[src/rtl/wdog_pkg.sv]
package wdog_pkg;
  typedef enum logic [1:0] {
    SRC_XTAL = 2'b00,
    SRC_SYS4 = 2'b01,
    SRC_IRC  = 2'b10,
    SRC_IRC2 = 2'b11
  } src_e;

  localparam logic ADDR_KEY = 1'b0;
  localparam logic ADDR_PS  = 1'b1;
endpackage

[src/rtl/wdog_tick_sel.sv]
module wdog_tick_sel
  import wdog_pkg::*;
(
  input  logic       clk,
  input  logic       rst,
  input  logic [1:0] src_i,
  input  logic       tick_xtal_i,
  input  logic       tick_sys4_i,
  input  logic       tick_irc_i,
  input  logic       sleep_i,
  output logic       tick_o
);
  src_e src;
  assign src = src_e'(src_i);

  always_comb begin
    unique case (src)
      SRC_XTAL: tick_o = tick_xtal_i;
      SRC_SYS4: tick_o = tick_sys4_i & ~sleep_i;
      default:  tick_o = tick_irc_i;
    endcase
  end

  // the divided system source is silent during sleep
  p_sleep_stall_r4: assert property (@(posedge clk) disable iff (rst)
    (src_i == 2'b01 && sleep_i) |-> !tick_o);
  // no tick reaches the prescaler unless the selected line ticks
  p_src_only_r3: assert property (@(posedge clk) disable iff (rst)
    (src_i == 2'b00 && !tick_xtal_i) |-> !tick_o);
endmodule

[src/rtl/wdog_prescaler.sv]
module wdog_prescaler #(
  parameter int SEL_W = 3,
  localparam int PS_W = (1 << SEL_W) - 1
) (
  input  logic             clk,
  input  logic             rst,
  input  logic             clr_i,
  input  logic             tick_i,
  input  logic [SEL_W-1:0] sel_i,
  output logic             step_o
);
  logic [PS_W-1:0] cnt_q;
  logic [PS_W-1:0] mask;

  always_comb begin
    mask = '0;
    for (int b = 0; b < PS_W; b++) mask[b] = (b < int'(sel_i));
  end

  assign step_o = tick_i && (cnt_q == mask);

  always_ff @(posedge clk) begin
    if (rst || clr_i)  cnt_q <= '0;
    else if (step_o)   cnt_q <= '0;
    else if (tick_i)   cnt_q <= cnt_q + PS_W'(1);
  end

  // a clear leaves the prescaler empty
  p_ps_zero_r9: assert property (@(posedge clk) disable iff (rst)
    clr_i |=> (cnt_q == '0));
  // without a tick the prescaler holds
  p_ps_hold_r5: assert property (@(posedge clk) disable iff (rst)
    (!clr_i && !tick_i) |=> $stable(cnt_q));
endmodule

[src/rtl/wdog_counter.sv]
module wdog_counter #(
  parameter int CNT_W = 8
) (
  input  logic clk,
  input  logic rst,
  input  logic clr_i,
  input  logic step_i,
  output logic ovf_o
);
  logic [CNT_W-1:0] cnt_q;

  assign ovf_o = step_i && (&cnt_q);

  always_ff @(posedge clk) begin
    if (rst || clr_i) cnt_q <= '0;
    else if (step_i)  cnt_q <= cnt_q + CNT_W'(1);
  end

  // cleared or disabled state leaves the counter at zero
  p_held_zero_r8: assert property (@(posedge clk) disable iff (rst)
    clr_i |=> (cnt_q == '0));
  // counter only moves on a prescaler step
  p_cnt_hold_r5: assert property (@(posedge clk) disable iff (rst)
    (!clr_i && !step_i) |=> $stable(cnt_q));
endmodule

[src/rtl/wdog_keyed.sv]
module wdog_keyed
  import wdog_pkg::*;
#(
  parameter int KEY_W = 4,
  parameter int SEL_W = 3,
  parameter int CNT_W = 8,
  parameter logic [KEY_W-1:0] KEY_OFF = 4'b1010
) (
  input  logic             clk,
  input  logic             rst,
  input  logic             cfg_force_en,
  input  logic [1:0]       cfg_src,
  input  logic             tick_xtal,
  input  logic             tick_sys4,
  input  logic             tick_irc,
  input  logic             sleep,
  input  logic             wr_en,
  input  logic             wr_addr,
  input  logic [KEY_W-1:0] wr_data,
  input  logic             sw_clear,
  output logic             wdt_rst
);
  logic [KEY_W-1:0] key_q;
  logic [SEL_W-1:0] sel_q;
  logic             rst_q;
  logic             wdt_on, tick, step, ovf;
  logic             wr_sel, clr_cnt, clr_ps;

  always_ff @(posedge clk) begin
    if (rst) begin
      key_q <= KEY_OFF;
      sel_q <= '0;
    end else if (wr_en) begin
      if (wr_addr == ADDR_KEY) key_q <= wr_data;
      else                     sel_q <= wr_data[SEL_W-1:0];
    end
  end

  assign wdt_on  = cfg_force_en || (key_q != KEY_OFF);
  assign wr_sel  = wr_en && (wr_addr == ADDR_PS);
  assign clr_cnt = !wdt_on || sw_clear;
  assign clr_ps  = clr_cnt || wr_sel || ovf;

  wdog_tick_sel u_sel (
    .clk(clk), .rst(rst), .src_i(cfg_src),
    .tick_xtal_i(tick_xtal), .tick_sys4_i(tick_sys4), .tick_irc_i(tick_irc),
    .sleep_i(sleep), .tick_o(tick)
  );

  wdog_prescaler #(.SEL_W(SEL_W)) u_ps (
    .clk(clk), .rst(rst), .clr_i(clr_ps), .tick_i(tick),
    .sel_i(sel_q), .step_o(step)
  );

  wdog_counter #(.CNT_W(CNT_W)) u_cnt (
    .clk(clk), .rst(rst), .clr_i(clr_cnt), .step_i(step), .ovf_o(ovf)
  );

  always_ff @(posedge clk) begin
    if (rst) rst_q <= 1'b0;
    else     rst_q <= wdt_on && ovf && !sw_clear;
  end
  assign wdt_rst = rst_q;

  // pulse lasts one cycle
  p_pulse_single_r6: assert property (@(posedge clk) disable iff (rst)
    wdt_rst |=> !wdt_rst);
  // no pulse while off
  p_off_quiet_r2: assert property (@(posedge clk) disable iff (rst)
    !wdt_on |=> !wdt_rst);
  // a clear strobe suppresses the next pulse
  p_clear_wins_r7: assert property (@(posedge clk) disable iff (rst)
    sw_clear |=> !wdt_rst);
endmodule

[config.mk]
export PLATFORM = sky130hd
export DESIGN_NAME = wdog_keyed
export DESIGN_NICKNAME = d
export VERILOG_FILES = /design/src/rtl/wdog_pkg.sv /design/src/rtl/wdog_tick_sel.sv /design/src/rtl/wdog_prescaler.sv /design/src/rtl/wdog_counter.sv /design/src/rtl/wdog_keyed.sv
export SDC_FILE = /design/constraint.sdc
export NUM_CORES = 1
export LEC_CHECK = 0
export BUFFER_PORTS_ARGS = -buffer_cell sky130_fd_sc_hd__buf_2
export CORE_ASPECT_RATIO = 1.25
export CORE_MARGIN = 2
export CORE_UTILIZATION = 35
export CTS_BUF_LIST = sky130_fd_sc_hd__clkbuf_4
export CTS_CLUSTER_SIZE = 40
export DETAILED_ROUTE_END_ITERATION = 16
export HOLD_SLACK_MARGIN = 0.05
export SYNTH_ARGS = -nofsm -noshare
export SYNTH_HDL_FRONTEND = slang
export SYNTH_SLANG_ARGS = --single-unit
export TNS_END_PERCENT = 5
[constraint.sdc]
create_clock -name clk -period 2.5 [get_ports clk]
set_input_delay 0.125 -clock clk [delete_from_list [all_inputs] [get_ports clk]]
set_output_delay 0.125 -clock clk [all_outputs]
set_load 0.01 [all_outputs]
==> results.sh <==
export IMPL_placementRows=24
export IMPL_tritoncts="built"
export IMPL_grt_start_max_net_pins=18
export IMPL_tightest_slew_ps=539.3
export IMPL_critical_path_slowest_cell="dfxtp_1"
export IMPL_whs_path_depth=4
export IMPL_rr_endpoint="u_cnt.cnt_q[7]$_SDFFE_PP0P_"
export IMPL_place_congestion=0.7812
export IMPL_finalSetupViolations=0
export IMPL_path_delay_family="simple AND/OR/NAND/NOR gates"
export IMPL_drt_pass_1_iters=4
export IMPL_synthArstFlopShare_pct=0
export IMPL_syn_instance_count=151
export IMPL_design_area_sq_um=1476
export IMPL_largest_voltage_drop_on_the_vdd_net_mv=0.2578
export IMPL_layout_cells_sized_above_1_pct=17.34
export IMPL_max_clock_path_buffers=2
export IMPL_yosys_most_used_dff="dfxtp_1"
export IMPL_timing_final_crit_share_pct=83.06
export IMPL_cts_made_buffers=3
export IMPL_finalPower_w=0.0006688
export IMPL_final_setup_tns_ps=0
export IMPL_avgSynthCellArea_sq_um=8.576
export IMPL_sink_count=23
export IMPL_worst_ep_arrival_time_ps=2300
export IMPL_category_of_the_worst_setup_path_launch_point="flop"
export IMPL_pwr_density_cell_nw_per_um2=453.0
export IMPL_antennaDiodeCount=0
export IMPL_starting_density_of_the_core_pct=36.86
export IMPL_area_delta_synth_final_pct=14.01
export IMPL_grt_setup_unrepaired="no"
export IMPL_fillerInstances=355
export IMPL_postSynthNetCount=169
export IMPL_synth_cell_type_count=46
export IMPL_global_route_wire_length_before_repair_mm=4.726
export IMPL_hold_path_startpoint="wr_addr"
export IMPL_floorplan_core_area_sq_um=3513
export IMPL_layout_cells_most_common_list="dfxtp_1, nand2_1, buf_2, a21oi_1, nor4_1"
export IMPL_final_critical_path_setup_slack_ps=423.4
export IMPL_criticalPathCategory="flop to flop"
export IMPL_postRouteAntennaNets=0
export IMPL_globalRoute_totalOverflow=0
export IMPL_postPlaceCellArea_sq_um=1379
export IMPL_reg2reg_from="sel_q[2]$_SDFFE_PP0P_"
export IMPL_cp_slowest_stage_delay_ps=440
export IMPL_worstPathMaxFanout=15
export IMPL_clk_root_buffer_cell="clkbuf_4"
export IMPL_avg_wl_per_cell_microns=12.94
export IMPL_chipHeight_microns=72.01
export IMPL_clkSlewWorstSetupHoldPaths_ps=130
export IMPL_fin_hold_viols=0
export IMPL_initial_antenna_violation_count=0
export IMPL_mappedNetlistArea_sq_um=1295
export IMPL_post_route_drc_count=0
export IMPL_end_kind="flop"
export IMPL_clock_skew_ps=0.7028
export IMPL_timing_critical_path_cells="or3_1, or2_1, a31o_4, nor4_4, mux2_1"
export IMPL_post_drt_via_cell_ratio=5.481
export IMPL_cellLeakagePower_nw=0.5303
export IMPL_insertion_delay_ps=320
export IMPL_number_of_enable_flip_flop_cells_after_synthesis=0
export IMPL_timing_reg2reg_setup_slack_ps=420
export IMPL_worst_r2r_path_depth=5
export IMPL_post_place_ws_ps=435.3
export IMPL_grt_usage_pct=14.35
export IMPL_synth_warnings=0
export IMPL_min_to="key_q[0]$_SDFFE_PP0P_"
export IMPL_max_freq_mhz=481.6
export IMPL_detailedRoute_firstIterationViolations=57
export IMPL_die_width_microns=58.41
export IMPL_min_path_type="input port to flop"
export IMPL_final_common_cell="dfxtp_1"
export IMPL_cp_buffers_inverters=0
export IMPL_estimated_wirelength_of_the_detail_placed_design_mm=2.022
export IMPL_ys_seq_area_share_pct=35.56
export IMPL_grt_pass1_vias=1116
export IMPL_synth_ff_latch_count=23
export IMPL_ctsHtreeMaxLevel=1
export IMPL_cap_violations=0
export IMPL_design_die_area_sq_um=4205
export IMPL_required_ps=2720
export IMPL_port_buffers=16
export IMPL_max_slew_margin_rel_pct=63.71
export IMPL_drv_slew=0
export IMPL_final_period_minus_worst_setup_slack_ps=2077
export IMPL_status="completed"
export IMPL_postCtsResizedCells=0
export IMPL_fin_nets=192
export IMPL_ioPinCount=17
export IMPL_vias_post_dr=1162
export IMPL_postRouteWirelength_mm=2.743
-- cell type report --
| type | count | area [sq um] | area share, % |
|---|---|---|---|
| Sequential cell | 23 | 460.4 | 31.19 |
| Clock buffer | 3 | 22.52 | 1.525 |
| Multi-Input combinational cell | 117 | 759.5 | 51.44 |
| Inverter | 4 | 15.01 | 1.017 |
| Clock inverter | 1 | 5.005 | 0.3390 |
| Timing Repair Buffer | 25 | 165.2 | 11.19 |
| Tap cell | 39 | 48.80 | 3.305 |
-- cells by family after synthesis --
kind of cell,share of synthesized area (%)
AND/OR/NAND/NOR,32.37
AO/OA/AOI/OAI,17.30
flip-flops,35.56
buffers and inverters,5.796
XOR/XNOR,5.411
multiplexers,1.642
adder cells (fa/ha/maj),1.932
-- power by group --
group	internal (W)	total (W)	switching, W
Sequential	0.000374	0.000384	0.00000970
Combinational	0.0000473	0.000107	0.0000595
Clock	0.0000600	0.000178	0.000118
-- synth_stat cells (all sizes together), types with 2 or more instances --
cell / instances / area [sq um]
buf: 5 / 43.79
o21ai: 3 / 15.01
dfxtp: 23 / 460.4
a21oi: 12 / 60.06
a31oi: 2 / 12.51
or4: 5 / 37.54
nand2: 20 / 75.07
inv: 4 / 15.01
and2: 2 / 12.51
nor4: 10 / 77.57
xnor2: 7 / 61.31
nor2b: 2 / 12.51
nand3: 8 / 40.04
o31ai: 6 / 50.05
and2b: 2 / 15.01
nor3: 4 / 25.02
or3: 3 / 18.77
nor2: 7 / 28.78
ha: 2 / 25.02
nand3b: 2 / 15.01
nand2b: 2 / 12.51
-- registers in the layout, indices dropped and copies added, names as in the netlist --
register and flops:
key_q 4, u_ps.cnt_q 7, sel_q 3, wdt_rst 1, u_cnt.cnt_q 8
-- stage by stage --
| step | hold WS, ps | util [%] | std cells |
|---|---|---|---|
| 6_report | 137.7 | 42.02 | 212 |
| 5_1_grt | 162.7 | 42.02 | 212 |
| 4_1_cts | 51.16 | 41.74 | 211 |
| 3_5_place_dp | 351.4 | 39.25 | 201 |
| 3_3_place_gp | 345.8 | 39.25 | 201 |
| 2_1_floorplan | 194.1 | - | 151 |
-- worst max path at each step --
stage                                     startpoint                           to  slack [ps]  cells after the start
final                          sel_q[2]$_SDFFE_PP0P_  u_cnt.cnt_q[7]$_SDFFE_PP0P_         420                      5
after global routing           sel_q[2]$_SDFFE_PP0P_  u_cnt.cnt_q[5]$_SDFFE_PP0P_         290                      5
after CTS                      sel_q[2]$_SDFFE_PP0P_  u_cnt.cnt_q[4]$_SDFFE_PP0P_         420                      5
after detailed placement       sel_q[2]$_SDFFE_PP0P_  u_cnt.cnt_q[7]$_SDFFE_PP0P_         440                      5
after global placement         sel_q[2]$_SDFFE_PP0P_  u_cnt.cnt_q[7]$_SDFFE_PP0P_         490                      5
after floorplan           u_ps.cnt_q[2]$_SDFFE_PP0P_  u_cnt.cnt_q[7]$_SDFFE_PP0P_         480                      6
-- layer usage --
| layer | vias to the layer above | track usage, % | wire length [microns] | share of wire [%] |
|---|---|---|---|---|
| li1 | 601 | - | - | - |
| met1 | 532 | 16.23 | 1177 | 43 |
| met2 | 20 | 25.22 | 1384 | 50 |
| met3 | 9 | 2.674 | 78 | 2.8 |
| met4 | 0 | 7.235 | 103 | 3.8 |
| met5 | - | 0 | 0 | 0 |
-- worst reg2reg max path, stage by stage (launching register included) --
cell     delay [ps]
dfxtp_1         440
or3_1           370
or2_1           250
a31o_4          300
nor4_4          280
mux2_1          340
-- what timing repair did --
action,in CTS,in global routing
endpoints found under the hold margin,5,3
hold buffers,6,1
setup buffers,0,0
No activity file was read; power rests on OpenSTA's default activity.
